File: src/rtl/mem_router_pkg.sv
package mem_router_pkg;
  localparam logic [1:0] ACC_DIRECT   = 2'b00;
  localparam logic [1:0] ACC_INDIRECT = 2'b01;
  localparam logic [1:0] ACC_XMOVE    = 2'b10;

  localparam int NUM_TGT  = 5;
  localparam int TGT_LOW  = 0;
  localparam int TGT_HIGH = 1;
  localparam int TGT_SFR  = 2;
  localparam int TGT_ERAM = 3;
  localparam int TGT_EXT  = 4;
endpackage

File: src/rtl/mem_router_ram.sv
module mem_router_ram #(
  parameter int DEPTH  = 128,
  parameter int DATA_W = 8,
  localparam int AW    = $clog2(DEPTH)
) (
  input  logic              clk_i,
  input  logic              en_i,
  input  logic              we_i,
  input  logic [AW-1:0]     addr_i,
  input  logic [DATA_W-1:0] wdata_i,
  output logic [DATA_W-1:0] q_o
);
  logic [DATA_W-1:0] mem [DEPTH];

  always_ff @(posedge clk_i) begin
    if (en_i) begin
      if (we_i) mem[addr_i] <= wdata_i;
      q_o <= mem[addr_i];
    end
  end
endmodule

File: src/rtl/mem_router_decode.sv
module mem_router_decode
  import mem_router_pkg::*;
#(
  parameter int ADDR_W  = 16,
  parameter int DIR_AW  = 8,
  parameter int ERAM_AW = 8
) (
  input  logic [1:0]        acc_i,
  input  logic [ADDR_W-1:0] addr_i,
  input  logic              extram_i,
  output logic [NUM_TGT-1:0] sel_o
);
  logic hi_half;
  logic in_eram;

  assign hi_half = addr_i[DIR_AW-1];
  assign in_eram = (addr_i[ADDR_W-1:ERAM_AW] == '0);

  always_comb begin
    sel_o = '0;
    unique case (acc_i)
      ACC_XMOVE: begin
        if (!extram_i && in_eram) sel_o[TGT_ERAM] = 1'b1;
        else                      sel_o[TGT_EXT]  = 1'b1;
      end
      ACC_INDIRECT: begin
        if (hi_half) sel_o[TGT_HIGH] = 1'b1;
        else         sel_o[TGT_LOW]  = 1'b1;
      end
      default: begin
        if (hi_half) sel_o[TGT_SFR] = 1'b1;
        else         sel_o[TGT_LOW] = 1'b1;
      end
    endcase
  end
endmodule

File: src/rtl/mem_router_fetch.sv
module mem_router_fetch #(
  parameter int ADDR_W    = 16,
  parameter int CODE_SIZE = 32768
) (
  input  logic              clk_i,
  input  logic              rst_ni,
  input  logic              fetch_req_i,
  input  logic [ADDR_W-1:0] fetch_addr_i,
  input  logic              ea_i,
  output logic              code_int_o,
  output logic              code_ext_o
);
  localparam logic [ADDR_W:0] LIMIT = (ADDR_W+1)'(CODE_SIZE);

  logic below;
  assign below      = ({1'b0, fetch_addr_i} < LIMIT);
  assign code_int_o = fetch_req_i & ea_i & below;
  assign code_ext_o = fetch_req_i & ~(ea_i & below);

  // pin low never selects internal code
  a_r9_ea_low_external: assert property (@(posedge clk_i) disable iff (!rst_ni)
    (fetch_req_i && !ea_i) |-> (code_ext_o && !code_int_o));
  // exactly one code target per fetch, none otherwise
  a_r10_code_exclusive: assert property (@(posedge clk_i) disable iff (!rst_ni)
    fetch_req_i ? $onehot({code_int_o, code_ext_o}) : !(code_int_o || code_ext_o));
endmodule

File: src/rtl/mcu_mem_router.sv
module mcu_mem_router
  import mem_router_pkg::*;
#(
  parameter int ADDR_W     = 16,
  parameter int DATA_W     = 8,
  parameter int LOW_DEPTH  = 128,
  parameter int ERAM_DEPTH = 256,
  parameter int CODE_SIZE  = 32768
) (
  input  logic              clk_i,
  input  logic              rst_ni,
  input  logic              cfg_we_i,
  input  logic              cfg_extram_i,
  input  logic              req_i,
  input  logic [1:0]        acc_i,
  input  logic              we_i,
  input  logic [ADDR_W-1:0] addr_i,
  input  logic [DATA_W-1:0] wdata_i,
  output logic [DATA_W-1:0] rdata_o,
  output logic              ready_o,
  output logic [4:0]        sel_o,
  output logic              sfr_req_o,
  output logic              sfr_we_o,
  output logic [7:0]        sfr_addr_o,
  output logic [DATA_W-1:0] sfr_wdata_o,
  input  logic [DATA_W-1:0] sfr_rdata_i,
  output logic              xbus_req_o,
  output logic              xbus_we_o,
  output logic [ADDR_W-1:0] xbus_addr_o,
  output logic [DATA_W-1:0] xbus_wdata_o,
  input  logic [DATA_W-1:0] xbus_rdata_i,
  input  logic              xbus_ack_i,
  input  logic              fetch_req_i,
  input  logic [ADDR_W-1:0] fetch_addr_i,
  input  logic              ea_i,
  output logic              code_int_o,
  output logic              code_ext_o
);
  localparam int LOW_AW  = $clog2(LOW_DEPTH);
  localparam int DIR_AW  = LOW_AW + 1;
  localparam int ERAM_AW = $clog2(ERAM_DEPTH);

  logic               extram_q;
  logic               pend_q;
  logic               accept;
  logic [NUM_TGT-1:0] tgt;
  logic [NUM_TGT-1:0] rsel_q;
  logic               rdy_q;
  logic [DATA_W-1:0]  hold_q;
  logic [DATA_W-1:0]  low_q, high_q, eram_q;

  always_ff @(posedge clk_i or negedge rst_ni) begin
    if (!rst_ni)       extram_q <= 1'b0;
    else if (cfg_we_i) extram_q <= cfg_extram_i;
  end

  mem_router_decode #(.ADDR_W(ADDR_W), .DIR_AW(DIR_AW), .ERAM_AW(ERAM_AW)) u_decode (
    .acc_i(acc_i), .addr_i(addr_i), .extram_i(extram_q), .sel_o(tgt)
  );

  assign accept = req_i & ~pend_q;
  assign sel_o  = accept ? tgt : '0;

  mem_router_ram #(.DEPTH(LOW_DEPTH), .DATA_W(DATA_W)) u_low (
    .clk_i(clk_i), .en_i(sel_o[TGT_LOW]), .we_i(we_i),
    .addr_i(addr_i[LOW_AW-1:0]), .wdata_i(wdata_i), .q_o(low_q)
  );
  mem_router_ram #(.DEPTH(LOW_DEPTH), .DATA_W(DATA_W)) u_high (
    .clk_i(clk_i), .en_i(sel_o[TGT_HIGH]), .we_i(we_i),
    .addr_i(addr_i[LOW_AW-1:0]), .wdata_i(wdata_i), .q_o(high_q)
  );
  mem_router_ram #(.DEPTH(ERAM_DEPTH), .DATA_W(DATA_W)) u_eram (
    .clk_i(clk_i), .en_i(sel_o[TGT_ERAM]), .we_i(we_i),
    .addr_i(addr_i[ERAM_AW-1:0]), .wdata_i(wdata_i), .q_o(eram_q)
  );

  assign sfr_req_o   = sel_o[TGT_SFR];
  assign sfr_we_o    = we_i;
  assign sfr_addr_o  = addr_i[7:0];
  assign sfr_wdata_o = wdata_i;

  always_ff @(posedge clk_i or negedge rst_ni) begin
    if (!rst_ni) begin
      pend_q       <= 1'b0;
      xbus_we_o    <= 1'b0;
      xbus_addr_o  <= '0;
      xbus_wdata_o <= '0;
    end else if (sel_o[TGT_EXT]) begin
      pend_q       <= 1'b1;
      xbus_we_o    <= we_i;
      xbus_addr_o  <= addr_i;
      xbus_wdata_o <= wdata_i;
    end else if (pend_q && xbus_ack_i) begin
      pend_q <= 1'b0;
    end
  end
  assign xbus_req_o = pend_q;

  always_ff @(posedge clk_i or negedge rst_ni) begin
    if (!rst_ni) begin
      rdy_q  <= 1'b0;
      rsel_q <= '0;
      hold_q <= '0;
    end else begin
      rdy_q <= (accept & ~tgt[TGT_EXT]) | (pend_q & xbus_ack_i);
      if (accept) rsel_q <= tgt;
      if (sel_o[TGT_SFR])           hold_q <= sfr_rdata_i;
      else if (pend_q && xbus_ack_i) hold_q <= xbus_rdata_i;
    end
  end
  assign ready_o = rdy_q;

  always_comb begin
    if (rsel_q[TGT_LOW])       rdata_o = low_q;
    else if (rsel_q[TGT_HIGH]) rdata_o = high_q;
    else if (rsel_q[TGT_ERAM]) rdata_o = eram_q;
    else                       rdata_o = hold_q;
  end

  mem_router_fetch #(.ADDR_W(ADDR_W), .CODE_SIZE(CODE_SIZE)) u_fetch (
    .clk_i(clk_i), .rst_ni(rst_ni), .fetch_req_i(fetch_req_i),
    .fetch_addr_i(fetch_addr_i), .ea_i(ea_i),
    .code_int_o(code_int_o), .code_ext_o(code_ext_o)
  );

  // one target per accepted request
  a_r7_sel_onehot: assert property (@(posedge clk_i) disable iff (!rst_ni)
    (req_i && !xbus_req_o) |-> ($countones(sel_o) == 1));
  // register bus reached only by direct accesses to the upper half
  a_r2_sfr_direct_only: assert property (@(posedge clk_i) disable iff (!rst_ni)
    sfr_req_o |-> (acc_i == ACC_DIRECT && addr_i[7]));
  // bus request held with stable address until acknowledged
  a_r5_xbus_hold: assert property (@(posedge clk_i) disable iff (!rst_ni)
    (xbus_req_o && !xbus_ack_i) |=> (xbus_req_o && $stable(xbus_addr_o)));
  // internal access completes in the next cycle
  a_r6_ready_next: assert property (@(posedge clk_i) disable iff (!rst_ni)
    (req_i && !xbus_req_o && !sel_o[TGT_EXT]) |=> ready_o);
  // ready is a single-cycle pulse
  a_r6_ready_pulse: assert property (@(posedge clk_i) disable iff (!rst_ni)
    ready_o |=> !ready_o);
endmodule

File: config.mk
export PLATFORM = sky130hd
export DESIGN_NAME = mcu_mem_router
export DESIGN_NICKNAME = d
export VERILOG_FILES = /design/src/rtl/mem_router_pkg.sv /design/src/rtl/mem_router_ram.sv /design/src/rtl/mem_router_decode.sv /design/src/rtl/mem_router_fetch.sv /design/src/rtl/mcu_mem_router.sv
export SDC_FILE = /design/constraint.sdc
export NUM_CORES = 2
export LEC_CHECK = 0
export BUFFER_PORTS_ARGS = -buffer_cell sky130_fd_sc_hd__buf_4
export CORE_MARGIN = 5
export CORE_UTILIZATION = 60
export CTS_CLUSTER_SIZE = 28
export DETAILED_ROUTE_END_ITERATION = 16
export PLACE_DENSITY = 0.76
export REMOVE_ABC_BUFFERS = 1
export SLEW_MARGIN = 20
export SYNTH_ARGS = -nofsm -noshare
export SYNTH_HDL_FRONTEND = slang
export SYNTH_SLANG_ARGS = --single-unit
File: constraint.sdc
create_clock -name clk_i -period 7.4 [get_ports clk_i]
set_clock_uncertainty 0.2 [all_clocks]
set_input_delay 1.48 -clock clk_i [delete_from_list [all_inputs] [get_ports clk_i]]
set_output_delay 1.48 -clock clk_i [all_outputs]
set_load 0.01 [all_outputs]
==> results.txt <==
ANT nets after route: 0
dominant synthesized flop cell: edfxtp_1
top cells by area, synth: edfxtp_1 77%, mux4_2 16%, nor2_1 1.3%
cts repair resizes: 0
Cell Area, Synth: 159,800 um2
CTS tree: built
main combinational cell family by area after synthesis: multiplexers
largest net degree at the start of global routing: 214
Hold Crit Start: xbus_addr_o[4]
CTS Buf Count: 391
status: finished clean
required time worst endpoint: 5.72 ns
post-synthesis adder-cell area fraction: 0.01566%
Placement Setup Slack: 1.627 ns
Worst Reg2Reg Path Length in Cells: 6
routed length per instance: 34.23 um
Core Rows: 189
Unique masters post-synth: 42
nets@finish: 7,421
Die ar.: 276,800 um2
number of synthesized register bits: 4,159
fin crit period: 5.022 ns
post-synthesis sequential area ratio: 78.02%
Crit. End Element: output port
die height: 526.1 um
DIE WIDTH: 526.1 um
final setup fails: 0
I/O Pins: 127
register area: 124,700 um2
post-synthesis simple-gate area fraction: 1.901%
Worst Hold Path EP: xbus_addr_o[4]
worst-path maximum fanout: 27
core area: 265,100 um2
XOR/XNOR Fraction of Synth Area: 0%
Final Hold Slack: 0.3063 ns
Most common cell on crit path: buf_4
Mapped Cells: 7,133
RSZ-0062 raised after global routing: false
Hold WC Path Type: reg2reg
Leak: 54.59 nW
max-slew violations: 0
worst flop-to-flop path endpoint: u_eram.mem[144][0]
total track usage: 27.55%
Via density: 6.936
Vias: 77,700
number of flops mapped to enable cells by yosys: 4,120
area leader, netlist: edfxtp_1
CP delay by family, top: simple AND/OR/NAND/NOR gates
fin crit share: 67.86%
Fin. Hold Viols: 0
share of layout cells above drive strength 1: 26.45%
initial antenna violation count: 11
post-synthesis compound-gate area fraction: 2.210%
first-pass GRT wire length: 553.9 mm
Worst-Margin Slew: 1.411 ns
Clock Sinks: 4,159
FF-to-FF Start: xbus_req_o
Initial Utilization: 60.29%
clock-pin slew on the worst setup and hold paths: 0.06 ns
WL final: 383.5 mm
PortBufs: 111
Clock Latency Late Sink: 0.91 ns
Worst Setup Path Type: in2out
slowest cell on the critical path: nor2b_4
power per cell area: 272.2 nW/um2
first-pass iteration count of the detailed router: 8
Post-CTS Hold Buffers: 0
vias in the first global route: 77,860
top cell type's share of synthesized area: 77.41%
TNS Setup: 0 ns
gpl congestion: 0.8128
Max Buffers Root-to-Sink: 4
GRT overflow: 0
Critical Path, Cell by Cell: buf_4 > inv_1 > ha_1 > nand2_1 > nor2b_4 > buf_4
Fillers: 15,410
mux cell area share after synthesis: 16.55%
Slew Limit Headroom: 5.960%
CTS Root Cell: clkbuf_16
PnR Total Power: 0.04837 W
hold depth: 1
htree depth: 5
post-CTS setup buffers: 0
Post-Syn Area per Cell: 22.41 um2
setup ws final: 2.378 ns
WP data arrival: 3.34 ns
DP HPWL: 210.9 mm
Max Clock Freq: 0.1991 GHz
Post-synth ARST share: 0.9377%
CP max stage delay: 0.86 ns
VDD IR max: 0.2471 mV
CP bufs+invs: 3
FF-to-FF setup slack: 3.81 ns
area grow syn2layout: 11.21%
area of the multi-input gates: 33,220 um2
Post-route DRC: 0
DRT iter0 DRCs: 11,530
startpoint types: input pin
Syn. warnings: 0
max cap viols: 0
report_power, final:
group          internal (W)  leakage [nW]  total (W)  switching [W]
Clock                0.0115          6.16     0.0200        0.00852
Combinational      0.000887          10.9    0.00238        0.00149
Sequential           0.0259          37.5     0.0260      0.0000570
worst max-delay path by stage:
stage | from | cells after the start | endpoint | slack (ns)
6_report | acc_i[0] | 6 | sel_o[4] | 2.38
5_1_grt | addr_i[0] | 7 | u_eram.q_o[4] | 2.30
4_1_cts | acc_i[0] | 6 | sel_o[4] | 2.33
3_5_place_dp | addr_i[0] | 8 | u_low.q_o[4] | 1.63
3_3_place_gp | addr_i[0] | 7 | u_eram.q_o[4] | 1.62
2_1_floorplan | addr_i[3] | 6 | u_eram.q_o[0] | -1.07
metrics by stage:
step	instance area, um2	cells	util, %
floorplan	157800	6679	-
global placement	165000	10490	62.23
finish	177700	11200	67.05
CTS	177600	11190	66.99
global route	177700	11190	67.04
detailed placement	165000	10490	62.23
cells in the final DEF, fill, tap and decap left out, types with 72 or more instances in the layout:
master,count
edfxtp_1,4120
nor2_1,537
a21oi_1,151
clkinv_1,77
buf_4,227
mux2i_1,72
mux4_2,1125
a22oi_1,261
clkbuf_16,399
nand2_1,140
sequential cells by signal, indices dropped and copies added, names as in the netlist, 8 cells and up:
signal and count:
u_eram.mem 2048, u_high.mem 1024, u_low.mem 1024, xbus_addr_o 16
hold_q 8, u_eram.q_o 8, u_high.q_o 8, u_low.q_o 8
xbus_wdata_o 8
Yosys cell counts (2+ instances only):
cell and n:
and3b_1 2, nor3b_1 3, o21ai_0 12, buf_2 117, inv_1 5, ha_1 2
edfxtp_1 4120, and3_1 2, a31oi_1 10, mux4_2 1125, nand3_1 24, nor2b_1 20
clkbuf_1 250, or2_2 2, o21bai_1 2, buf_1 40, mux2i_1 72, a21oi_1 151
o41ai_1 32, nand2b_1 5, a32oi_1 16, o211ai_1 3, a21o_1 5, mux2_2 35
nand2_1 146, a211oi_1 8, buf_6 7, nand4_1 9, nor3_1 6, dfrtp_1 39
and2_1 3, nor2_1 541, a32o_1 8, a22oi_1 261, buf_4 40, a221oi_1 4
kinds of logic (layout without fill, tap and decap cells):
logic type / after synthesis / in the layout
flip-flops: 4159 / 4159
multiplexers: 1232 / 1232
AND/OR/NAND/NOR: 765 / 765
AO/OA/AOI/OAI: 515 / 515
buffers and inverters: 460 / 986
adder cells (fa/ha/maj): 2 / 2
other: 0 / 10
worst register-to-register path, delay by kind of cell (launching register included):
kind | cells | cell delay [ns]
AND/OR/NAND/NOR | 5 | 2.37
flip-flops | 1 | 0.42
buffers and inverters | 1 | 0.24
area by class of cell:
cell class | instances | share of cell area (%)
clock inverters | 225 | 1.293
diodes | 10 | 0.01408
inverters | 6 | 0.01690
flip-flops and latches | 4159 | 70.16
clock buffers | 475 | 5.806
multi-input cells | 2514 | 18.69
well taps | 3533 | 2.487
repair buffers | 280 | 1.533
routing by layer:
layer | global-route usage [%] | vias up | wire [um] | part of all wire (%)
li1 | - | 30570 | - | -
met1 | 38.46 | 40960 | 136900 | 36
met2 | 43.91 | 5369 | 189800 | 50
met3 | 5.847 | 800 | 40810 | 11
met4 | 10.33 | 4 | 15860 | 4.1
met5 | 0 | - | 27 | 0.0070
Note: power is estimated with default switching activity, not from simulation.
